## src/rtl/irq_arb_pkg.sv

```systemverilog
package irq_arb_pkg;
    localparam int REQ_W  = 32;
    localparam int LVL_W  = 5;
    localparam int SW_CNT = 15;
    localparam int EXT_CNT = 16;
    localparam int AST_W  = 4;

    typedef struct packed {
        logic              pending;
        logic              trap;
        logic              err;
        logic [REQ_W-1:0]  isr;
        logic [LVL_W-1:0]  id;
    } arb_state_t;
endpackage

```

## src/rtl/irq_range_scan.sv

```systemverilog
module irq_range_scan #(
    parameter int CNT   = 15,
    parameter int POS   = 1,
    parameter int LVL0  = 1,
    parameter int REQ_W = 32,
    parameter int LVL_W = 5
) (
    input  logic [CNT-1:0]   req,
    output logic             hit,
    output logic [LVL_W-1:0] level,
    output logic [REQ_W-1:0] mask
);
    // place each request at its summary position
    always_comb begin
        mask = '0;
        for (int j = 0; j < CNT; j++) begin
            mask[POS+j] = req[j];
        end
    end

    // the last set bit in ascending order is the highest one
    always_comb begin
        hit   = 1'b0;
        level = '0;
        for (int j = 0; j < CNT; j++) begin
            if (req[j]) begin
                hit   = 1'b1;
                level = LVL_W'(LVL0 + j);
            end
        end
    end

    always_comb begin
        assert (!hit || (int'(level) >= LVL0 && int'(level) < LVL0 + CNT))
            else $error("assert_level_in_range_R1_R2");
    end
endmodule

```

## src/rtl/irq_resolve.sv

```systemverilog
module irq_resolve #(
    parameter int REQ_W = 32,
    parameter int LVL_W = 5
) (
    input  logic             sw_hit,
    input  logic [LVL_W-1:0] sw_lvl,
    input  logic [REQ_W-1:0] sw_mask,
    input  logic             ext_hit,
    input  logic [LVL_W-1:0] ext_lvl,
    input  logic [REQ_W-1:0] ext_mask,
    input  logic [LVL_W-1:0] cur_ipl,
    output logic [LVL_W-1:0] level,
    output logic [REQ_W-1:0] summary,
    output logic             wins
);
    always_comb begin
        if (ext_hit)     level = ext_lvl;
        else if (sw_hit) level = sw_lvl;
        else             level = '0;
        summary = sw_mask | ext_mask;
        wins    = (level != '0) && (level > cur_ipl);
    end
endmodule

```

## src/rtl/irq_level_arbiter.sv

```systemverilog
module irq_level_arbiter
    import irq_arb_pkg::*;
#(
    parameter int SW_POS  = 1,
    parameter int EXT_POS = 16
) (
    input  logic               clk,
    input  logic               rst_n,
    input  logic               chk_set,
    input  logic               insn_boundary,
    input  logic [SW_CNT-1:0]  sw_req,
    input  logic [EXT_CNT-1:0] ext_req,
    input  logic [LVL_W-1:0]   cur_ipl,
    input  logic               priv_mode,
    input  logic               fetch_miss_done,
    input  logic [AST_W-1:0]   async_req,
    output logic               chk_pending,
    output logic               trap_req,
    output logic [REQ_W-1:0]   isr_out,
    output logic [LVL_W-1:0]   int_id,
    output logic               async_err
);
    localparam int SW_LVL0 = 1;

    logic             sw_hit, ext_hit, wins;
    logic [LVL_W-1:0] sw_lvl, ext_lvl, level;
    logic [REQ_W-1:0] sw_mask, ext_mask, summary;
    logic             eval_now, take;
    arb_state_t       st_d, st_q;

    irq_range_scan #(.CNT(SW_CNT), .POS(SW_POS), .LVL0(SW_LVL0),
                     .REQ_W(REQ_W), .LVL_W(LVL_W)) u_sw_scan (
        .req(sw_req), .hit(sw_hit), .level(sw_lvl), .mask(sw_mask));

    irq_range_scan #(.CNT(EXT_CNT), .POS(EXT_POS), .LVL0(EXT_POS),
                     .REQ_W(REQ_W), .LVL_W(LVL_W)) u_ext_scan (
        .req(ext_req), .hit(ext_hit), .level(ext_lvl), .mask(ext_mask));

    irq_resolve #(.REQ_W(REQ_W), .LVL_W(LVL_W)) u_resolve (
        .sw_hit(sw_hit), .sw_lvl(sw_lvl), .sw_mask(sw_mask),
        .ext_hit(ext_hit), .ext_lvl(ext_lvl), .ext_mask(ext_mask),
        .cur_ipl(cur_ipl), .level(level), .summary(summary), .wins(wins));

    always_comb begin
        eval_now = insn_boundary && st_q.pending && !priv_mode && !fetch_miss_done;
        take     = eval_now && (async_req == '0) && wins;
        st_d         = st_q;
        st_d.pending = chk_set || (st_q.pending && !eval_now);
        st_d.trap    = take;
        st_d.err     = eval_now && (async_req != '0);
        if (take) begin
            st_d.isr = summary;
            st_d.id  = level;
        end
    end

    always_ff @(posedge clk or negedge rst_n) begin
        if (!rst_n) st_q <= '0;
        else        st_q <= st_d;
    end

    assign chk_pending = st_q.pending;
    assign trap_req    = st_q.trap;
    assign isr_out     = st_q.isr;
    assign int_id      = st_q.id;
    assign async_err   = st_q.err;

    assert_taken_above_ipl_R5: assert property (@(posedge clk) disable iff (!rst_n)
        trap_req |-> (int_id != '0) && (int_id > $past(cur_ipl)));
    assert_hold_regs_R6: assert property (@(posedge clk) disable iff (!rst_n)
        !trap_req |-> ($stable(isr_out) && $stable(int_id)));
    assert_priv_blocks_R7: assert property (@(posedge clk) disable iff (!rst_n)
        (priv_mode || fetch_miss_done || !chk_pending) |=> !trap_req && !async_err);
    assert_pending_cleared_R8: assert property (@(posedge clk) disable iff (!rst_n)
        (trap_req && !$past(chk_set)) |-> !chk_pending);
    assert_async_no_trap_R9: assert property (@(posedge clk) disable iff (!rst_n)
        async_err |-> !trap_req);
endmodule

```

## config.mk

```make
export PLATFORM = sky130hd
export DESIGN_NAME = irq_level_arbiter
export DESIGN_NICKNAME = d
export VERILOG_FILES = /design/src/rtl/irq_arb_pkg.sv /design/src/rtl/irq_range_scan.sv /design/src/rtl/irq_resolve.sv /design/src/rtl/irq_level_arbiter.sv
export SDC_FILE = /design/constraint.sdc
export NUM_CORES = 1
export LEC_CHECK = 0
export BUFFER_PORTS_ARGS = -buffer_cell sky130_fd_sc_hd__buf_4
export CAP_MARGIN = 10
export CORE_MARGIN = 5
export CORE_UTILIZATION = 40
export DETAILED_ROUTE_END_ITERATION = 10
export GPL_TIMING_DRIVEN = 0
export PLACE_DENSITY = 0.69
export SYNTH_ARGS = -nofsm -noshare
export SYNTH_HDL_FRONTEND = slang
export SYNTH_HIERARCHICAL = 1
export SYNTH_SLANG_ARGS = --single-unit
```

## constraint.sdc

```tcl
create_clock -name clk -period 1.8 [get_ports clk]
set_input_delay 0.45 -clock clk [delete_from_list [all_inputs] [get_ports clk]]
set_output_delay 0.45 -clock clk [all_outputs]
set_load 0.005 [all_outputs]
```

==> run metrics, run 1 <==
outcome=finished, violations left; failing checks=setup timing; startpoint types=primary input; Num CTS Buffers=5; CTS Root Cell=clkbuf_8; Clock Sink Count=40; PortBufs=85; post-synthesis adder-cell area fraction=0.02169; met3 Use GR=0.02789; cell taking the most area after synthesis=dfrtp_1; dpl hpwl=4.953 mm; first-pass GRT wire length=10.49 mm; most used routing layer=met2; remaining antenna violation count=0; final setup fails=38; Total GRT Usage=0.1487; Yosys top cell area share=0.3471; Die ar.=between 9000 and 10000 um^2; met1 Usage GRT=0.1755; Pleak=2.307 nW; CP Data Required Time=1990 ps; RR Endpoint=isr_out[9]; Slew Limit Fails=0; IO Count=between 80 and 90; sequential area share after synthesis=0.3471; final RePlAce weighted congestion=between 0.7 and 0.8; final period demand of the worst path=between 2000 and 3000 ps; Synth Area in Compound Gates=0.05683; met2 Use GR=0.2683; Yosys cell types=37; RSZ-0062 raised after global routing=yes; R2R Path Start=chk_pending; Post-route DRC=0; Hold Crit Class=in2async; synth warn=6; CP max stage cell=nor4_4; Synth Flop Type=dfrtp_1; Power per Cell Area=approximately 610 nW/um^2; EDFF count, synth=0; fin util=0.5985; pin count of the biggest net entering global routing=41; Final nets=around 470; Die W=roughly 95 um; Synth top cells by count=buf_4, dfrtp_1, or2_2; Max Clk Rate=between 300 and 400 MHz; most common cell in the netlist=buf_4; Cell Rows=31; First-pass DRT Iterations=3; final worst-path cycle share=1.628; critical path class=in2reg; Area Growth Syn to Fin=48.11%; Crit Path Max Fanout=5; Synth Area in Simple Gates=0.1905; arrival time worst endpoint=around 3100 ps; H-tree Lvls=2; mux contribution to synthesized area=0.1835; final WL=about 6.5 mm; Starting Density=0.4041; CP delay by family, top=simple AND/OR/NAND/NOR gates; final hold vios=0; Critical Path End Type=register; initial antenna violation count=0; DR WL/cell=12.47 um; CTS tree=done; n_diodes=0; Clock transition at path regs=80 ps; Synth area leaders=dfrtp_1, buf_4, mux2_4, or2_2, mux2_2; Vias=2248; skew final=between 6 and 7 ps; reg2reg setup slack=290 ps; Critical path buffers and inverters=4; clock latency on the worst-skew pair=between 200 and 300 ps; crit path cell chain=buf_8 -> nor4_4 -> nand4_1 -> and2b_2 -> a22o_1 -> ha_1 -> nand4_1 -> nor2_1 -> nor2_1 -> a221oi_2 -> buf_4 -> nand3_4 -> buf_12 -> clkbuf_16 -> mux2_4; peak supply drop=0.3972 mV; total grt overflow=0; Syn Area/Cell=between 10 and 15 um^2; largest family of logic cells by synthesized area=buffers and inverters; final setup margin=-1131 ps; ratio of cells with drive above 1 in the final layout=0.6295; Critical Path Stages=15; CP endpoint=isr_out[9]; Max-Cap Viols=0; Worst slew margin=0.6539; DIE HEIGHT=around 95 um; post-route setup TNS=-41400 ps; core area=7137 um^2; DR iter-0 viols=28; Yosys reg bits=40; maximum buffer depth of the clock tree=2; asr flop ratio synth=1.000; vias per inst=around 4.3; Post-Syn Instances=approximately 280; worst reg-to-reg path cell count=5; synthesized cell area=2884 um^2; CP startpoint=sw_req[10]; critical path's largest stage delay=310 ps; post-synthesis xor/xnor area fraction=0; Worst Max-Slew Pin Slew=~520 ps; vias in the first global route=around 2300
## metal layers
metal	routed length, um	vias up	part of all wire
met5	0	-	0
met4	104	0	0.016
met3	340	10	0.052
met2	3321	54	0.51
met1	2718	1051	0.42
li1	-	1133	-
## cells in the final DEF (no fill, tap or decap), types with 3 or more instances in the layout
| cell type | count |
|---|---|
| buf_12 | 4 |
| buf_4 | 152 |
| buf_6 | 15 |
| clkbuf_8 | 5 |
| conb_1 | 34 |
| dfrtp_1 | 40 |
| ha_1 | 5 |
| inv_1 | 8 |
| mux2_2 | 7 |
| mux2_4 | 30 |
| nand2_1 | 9 |
| nand2b_1 | 6 |
| nand4_1 | 3 |
| nor2_1 | 19 |
| nor3_1 | 3 |
| nor4_4 | 8 |
| o21ai_0 | 3 |
| or2_2 | 32 |
## sequential cells by signal (all words and copies together) (netlist names)
signal,cells
async_err,1
chk_pending,1
int_id,5
isr_out,32
trap_req,1
## kinds of logic after synthesis
group / after synthesis
AND/OR/NAND/NOR: 93
other: 2
AO/OA/AOI/OAI: 22
flip-flops: 40
multiplexers: 37
buffers and inverters: 78
adder cells (fa/ha/maj): 5
## final cells by class
cell class,instances,area [um^2]
clock inverter,2,35.03
clock buffer,6,72.57
multi-input combinational,191,1551
fill,634,2865
sequential,40,1001
timing repair buffer,104,890.9
buffer,70,566.8
tap,99,123.9
inverter,8,30.03
## how the worst min path moves through the flow
stage,startpoint,end,slack [ps],cells after the start
after floorplan,rst_n,async_err,150,0
after global placement,rst_n,isr_out[21],460,1
after detailed placement,rst_n,isr_out[19],470,1
after CTS,rst_n,isr_out[19],140,1
after global routing,rst_n,isr_out[19],160,1
final,rst_n,isr_out[19],120,1
## per-stage QoR
| stage | std cells | cell area [um^2] | setup WS (ps) | hold WS (ps) | power [W] |
|---|---|---|---|---|---|
| 6_report | 520 | 4272 | -1131 | 121.9 | 0.002594 |
| 5_1_grt | 520 | 4272 | -1267 | 161.1 | 0.002747 |
| 4_1_cts | 517 | 4217 | -1096 | 138.0 | 0.002628 |
| 3_5_place_dp | 493 | 3856 | -1706 | 467.8 | 0.001844 |
| 3_3_place_gp | 493 | 3856 | -1683 | 459.9 | 0.001825 |
| 2_1_floorplan | 309 | 3094 | -1117 | 154.4 | 0.001467 |
## repair_timing
item,CTS,global route
pin swaps,5,9
setup buffers,15,2
cloned,1,1
resized for setup,24,5
endpoints found under the setup margin,38,38
hold buffers,0,0
## power breakdown
group	switching, W	total (W)	internal (W)	leakage (nW)
sequential	0.0000713	0.00109	0.00102	0.530
combinational	0.000248	0.000765	0.000517	1.72
clock	0.000328	0.000740	0.000412	0.0552
total	0.000648	0.00259	0.00195	2.31
Note: power is estimated with default switching activity, not from simulation.
==> run 2: changes to the inputs <==
Settings changed: CORE_MARGIN 5 to unset, CTS_CLUSTER_SIZE set to 24.
==> run 2 against run 1 <==
Compared with the run above: the flow still finishes with violations (setup timing); clock power is 17% lower; first-iteration DRC count is 75% higher; utilization is 3.3 points higher; largest power group unchanged.
==> run metrics, run 2 (synthesis gave the netlist of run 1 again) <==
First-pass DRT Iterations=4 (+1); DIE HEIGHT=86.91 um (-8.4%); Die ar.=7553 um^2 (-16%); H-tree Lvls=2 (unchanged); initial antenna violation count=0 (unchanged); met3 Use GR=0.02180 (-0.006087); CP max stage cell=a221oi_2; Post-route DRC=0 (unchanged); Worst Max-Slew Pin Slew=534.1 ps (+14.92 ps); reg2reg setup slack=300 ps (about the same); Fill cells=594 (-6.3%); Max Clk Rate=338.5 MHz (-0.79%); worst reg-to-reg path cell count=5 (unchanged); area of the multi-input gates=1594 um^2 (+2.7%); Critical Path End Type=register; Clock transition at path regs=80 ps (about the same); CTS tree=done; Crit Path Max Fanout=6 (+1); total power=0.002478 W (-4.5%); final setup fails=38 (unchanged); commonest non-fill, non-tap cell in the layout=buf_4; CP Data Required Time=1970 ps (-20 ps); first-pass GRT wire length=10.19 mm (-2.8%); pin count of the biggest net entering global routing=41 (unchanged); clock latency on the worst-skew pair=290 ps (about the same); most frequent cells in the layout=buf_4, dfrtp_1, conb_1, or2_2, mux2_4; core area=6869 um^2 (-3.8%); Slew Limit Fails=0 (unchanged); DR WL/cell=12.19 um (-2.2%); final RePlAce weighted congestion=0.7369 (-3.3%); dpl hpwl=4.570 mm (-7.7%); startpoint types=primary input; critical path class=in2reg; ratio of cells with drive above 1 in the final layout=0.6430 (+0.01357); Placed Instances=490 (-0.61%); Worst slew margin=0.6439 (-0.009943); met2 Use GR=0.3286 (+0.06021); most used routing layer=met2; final period demand of the worst path=2954 ps (+23.29 ps); CP delay by family, top=simple AND/OR/NAND/NOR gates; total grt overflow=0 (unchanged); final hold vios=0 (unchanged); PortBufs=85 (unchanged); final worst-path cycle share=1.641 (+0.01294); Final nets=473 (+0.42%); DR iter-0 viols=49 (+75%); final WL=6.329 mm (-2.4%); arrival time worst endpoint=3130 ps (about the same); remaining antenna violation count=0 (unchanged); vias in the first global route=2197 (-6.4%); met1 Usage GRT=0.2074 (+0.03185); Starting Density=0.4199 (+0.01575); max reg flops=32 (unchanged); outcome=finished, violations left; failing checks=setup timing; Total GRT Usage=0.1770 (+0.02830); crit path cell chain=buf_6 -> nor4_4 -> nand4_1 -> and2b_2 -> a22o_4 -> ha_4 -> nand4_1 -> nor2_1 -> nor2_1 -> a221oi_2 -> nand3_4 -> buf_12 -> buf_16 -> mux2_4; skew final=5.526 ps (-1.229 ps); Die W=86.91 um (-8.4%); RSZ-0062 raised after global routing=yes; vias per inst=4.279 (-1.0%); Max-Cap Viols=0 (unchanged); maximum buffer depth of the clock tree=2 (unchanged); IO Count=86 (unchanged); Clock Sink Count=40 (unchanged); Cell Rows=30 (-3.2%); CTS Root Cell=clkbuf_8; Critical path buffers and inverters=3 (-1); Power per Cell Area=571.5 nW/um^2 (-5.9%); Num CTS Buffers=5 (unchanged); peak supply drop=0.2897 mV (-27%); Area Growth Syn to Fin=50.37%; RR Endpoint=isr_out[26]; register cell area after layout=1001 um^2 (unchanged); Hold Crit Class=in2async; Pleak=2.328 nW (+0.90%); final setup margin=-1154 ps (-23.29 ps); n_diodes=0 (unchanged); critical path's largest stage delay=330 ps (+20 ps); DP Worst Slack=-1626 ps (+80.53 ps); R2R Path Start=chk_pending; Vias=2221 (-1.2%); post-route insts no fill=519 (-0.19%)
==> run 2: cell types whose count changed in the layout (fill, tap and decap cells not counted), sizes merged <==
cell	before	now
buf	173	176
bufinv	1	0
clkbuf	7	6
clkinv	1	2
==> run 2: worst max-delay path by stage <==
stage | from | to | slack, ps | depth (start not counted)
2_1_floorplan | sw_req[9] | int_id[0] | -1120 | 12
3_3_place_gp | ext_req[2] | isr_out[20] | -1600 | 14
3_5_place_dp | sw_req[9] | isr_out[11] | -1630 | 13
4_1_cts | sw_req[10] | isr_out[29] | -1120 | 14
5_1_grt | sw_req[11] | isr_out[12] | -1230 | 14
6_report | sw_req[11] | int_id[3] | -1150 | 14
==> run 2: power breakdown <==
part / total, W / switching [W] / internal, W
clock network: 0.000616 / 0.000310 / 0.000306
registers: 0.00109 / 0.0000704 / 0.00102
logic: 0.000774 / 0.000251 / 0.000523
==> run 2: what timing repair did <==
| action | 4_1_cts | 5_1_grt |
|---|---|---|
| pin swaps | 17 | 19 |
| hold buffers | 0 | 0 |
| gates cloned | 3 | 0 |
| buffers inserted | 18 | 1 |
| gates resized for setup | 25 | 13 |
| setup endpoints to repair | 38 | 38 |
==> run 2: layer usage <==
metal,routed length [um],up-vias,share of wire
met2,3376,39,0.53
met4,74,0,0.012
met1,2704,1040,0.43
met3,174,7,0.027
li1,-,1135,-
met5,0,-,0
==> run 2: area by class of cell <==
class | instances | area share
Timing Repair Buffer | 106 | 0.2149
Inverter | 8 | 0.006924
Clock buffer | 6 | 0.01904
Clock inverter | 2 | 0.002308
Buffer | 70 | 0.1307
Sequential cell | 40 | 0.2308
Multi-Input combinational cell | 191 | 0.3676
Tap cell | 96 | 0.02770
==> run 2: worst register-to-register path, cell delays in order (launching register included) <==
cell	delay, ps
dfrtp_1	410
and4bb_2	260
nand3_4	90
buf_12	150
buf_6	140
mux2_2	340
==> run 2: stage by stage <==
step,area (um^2),util,setup TNS (ps),hold WS [ps]
finish,4337,0.6313,-42490,128.9
global route,4337,0.6313,-45170,167.7
CTS,4268,0.6213,-41110,147.5
detailed placement,3852,0.5608,-59410,472.7
global placement,3852,0.5608,-58300,465.0
floorplan,3094,-,-40620,154.4
==> run 3: changes to the inputs <==
Clock period 1.8 ns to 3.05 ns, I/O delays scaled along.
==> run 3 against run 2 <==
Compared with the run above: the run still ends with setup timing left; routed wire length is 5.2% lower; sequential power down 41%; critical path depth increased by 2; clock power is 30% lower; non-clock buffer count decreased by 9; via count decreased by 1.4%; global-route usage is 1.4 points lower; power shrank 39%; sequential cell count unchanged; setup slack improved by 970 ps; combinational power fell by 43%; final cell count is 1.7% lower.
==> run metrics, run 3 (synthesis gave the netlist of run 1 again) <==
outcome=finished, violations left; failing checks=setup timing; finished layout cell area=4167 um^2 (-3.9%); Area Growth Syn to Fin=44.47%; pin count of the biggest net entering global routing=41 (unchanged); CP delay by family, top=simple AND/OR/NAND/NOR gates; Hold Crit Class=in2async; CP max stage cell=mux2_4; final RePlAce weighted congestion=0.7309 (-0.81%); Die W=86.91 um (unchanged); reg2reg setup slack=1560 ps (+1260 ps); Starting Density=0.4199 (unchanged); Critical path buffers and inverters=5 (+2); switch share=0.2468 (-0.007953); CTS tree=done; skew final=7.165 ps (+1.639 ps); Final nets=464 (-1.9%); final setup margin=-185.8 ps (+968.6 ps); Pleak=2.264 nW (-2.8%); arrival time worst endpoint=3420 ps (+290 ps); CTS Root Cell=clkbuf_8; DIE HEIGHT=86.91 um (unchanged); Worst slew margin=0.6611 (+0.01719); Vias=2189 (-1.4%); Post-route DRC=0 (unchanged); Clock Sink Count=40 (unchanged); vias per inst=4.292 (+0.30%); sequential power share=0.423 (-0.016); startpoint types=primary input; total grt overflow=0 (unchanged); Slew Limit Fails=0 (unchanged); DR WL/cell=11.77 um (-3.5%); Net Switching=0.0003746 W (-41%); worst reg-to-reg path cell count=5 (unchanged); Crit Path Max Fanout=9 (+3); RR Endpoint=isr_out[25]; crit path cell chain=buf_4 -> nor4_4 -> nand4_1 -> buf_6 -> and2b_2 -> a22o_1 -> ha_1 -> a21oi_1 -> nor2b_1 -> o21ai_1 -> a221oi_2 -> buf_4 -> nand3_4 -> buf_6 -> clkbuf_16 -> mux2_4; Cell Rows=30 (unchanged); RSZ-0062 raised after global routing=yes; worst hold slack=425.1 ps (+296.2 ps); IO Count=86 (unchanged); PortBufs=85 (unchanged); Internal Power=0.001143 W (-38%); Die ar.=7553 um^2 (unchanged); total power=0.001518 W (-39%); ratio of cells with drive above 1 in the final layout=0.6184 (-0.02467); post-route setup TNS=-5973 ps (+36520 ps); first-pass GRT wire length=9.570 mm (-6.1%); clock latency on the worst-skew pair=290 ps (about the same); DR iter-0 viols=67 (+37%); initial antenna violation count=0 (unchanged); maximum buffer depth of the clock tree=2 (unchanged); R2R Path Start=chk_pending; dpl hpwl=4.553 mm (-0.37%); H-tree Lvls=2 (unchanged); Total GRT Usage=0.1626 (-0.01438); final worst-path cycle share=1.061; commonest non-fill, non-tap cell in the layout=buf_4; most frequent cells in the layout=buf_4, dfrtp_1, conb_1, or2_2, mux2_4; Power per Cell Area=364.3 nW/um^2 (-36%); final setup fails=36 (-5.3%); critical path class=in2reg; final period demand of the worst path=3236 ps; Max Clk Rate=about 300 MHz; First-pass DRT Iterations=4 (unchanged); core area=6869 um^2 (unchanged); critical path's largest stage delay=290 ps (-40 ps); Clock transition at path regs=80 ps (about the same); hold buffer count at cts=0 (unchanged); Critical Path End Type=register; final WL=6.002 mm (-5.2%); final hold vios=0 (unchanged); Combinational Power Share=0.292 (-0.020); Post-DP Area=3852 um^2 (unchanged); vias in the first global route=2152 (-2.0%); Max-Cap Viols=0 (unchanged); max reg flops=32 (unchanged); peak supply drop=0.1593 mV (-45%); Num CTS Buffers=5 (unchanged); remaining antenna violation count=0 (unchanged); CP Data Required Time=3240 ps (+1270 ps); clock power share=0.285 (+0.037); Worst Max-Slew Pin Slew=508.3 ps (-25.79 ps); n_diodes=0 (unchanged)
run 3: changes by cell type in the layout (fill, tap and decap cells not counted), moves of 2 or more:
cell and change:
a22o_1 +2, a22o_4 -2, buf_16 -3, buf_6 -6, buf_8 -2, ha_1 +2, ha_4 -2
run 3: worst reg2reg max path: stages (launching register included):
cell,delay [ps]
dfrtp_1,410
and4bb_2,270
nand3_4,100
buf_6,120
buf_4,150
mux2_2,340
run 3: stage by stage:
step / worst slack (ps) / cells / utilization
after global routing: -396.8 / 510 / 0.6066
after global placement: -666.7 / 490 / 0.5608
after detailed placement: -690.9 / 490 / 0.5608
after CTS: -143.0 / 508 / 0.6000
final: -185.8 / 510 / 0.6066
after floorplan: -179.7 / 309 / -
run 3: cell type report:
cell class,count,area (um^2)
Multi-Input combinational cell,191,1544
Tap cell,96,120.1
Fill cell,614,2703
Clock inverter,2,35.03
Buffer,70,566.8
Sequential cell,40,1001
Clock buffer,6,72.57
Timing Repair Buffer,97,797.0
Inverter,8,30.03
run 3: layer usage:
metal	up-vias	GRT usage	wire, um
met5	-	0	0
met2	51	0.2971	3106
met4	0	0.04545	58
li1	1115	-	-
met1	1018	0.1901	2568
met3	5	0.03602	269
run 3: power groups by stage:
| stage | registers [W] | logic, W | clock network [W] |
|---|---|---|---|
| after floorplan | 0.000652 | 0.000213 | 0 |
| after global placement | 0.000650 | 0.000423 | 0 |
| after detailed placement | 0.000651 | 0.000432 | 0 |
| after CTS | 0.000642 | 0.000443 | 0.000444 |
| after global routing | 0.000651 | 0.000485 | 0.000465 |
| final | 0.000642 | 0.000444 | 0.000432 |
run 3: what timing repair did:
action,CTS,global route
setup buffers,9,1
cloned,1,1
pin swaps,8,8
endpoints found under the setup margin,37,37
gates resized for setup,15,3
endpoints found under the hold margin,0,0
run 3: worst max path at each step:
stage                 from     endpoint  slack, ps  depth (start not counted)
2_1_floorplan    sw_req[9]    int_id[0]       -180                         12
3_3_place_gp    ext_req[2]  isr_out[20]       -670                         13
3_5_place_dp    ext_req[2]  isr_out[11]       -690                         14
4_1_cts        ext_req[12]  isr_out[18]       -140                         15
5_1_grt         ext_req[5]  isr_out[11]       -400                         16
6_report        ext_req[8]  isr_out[19]       -190                         16
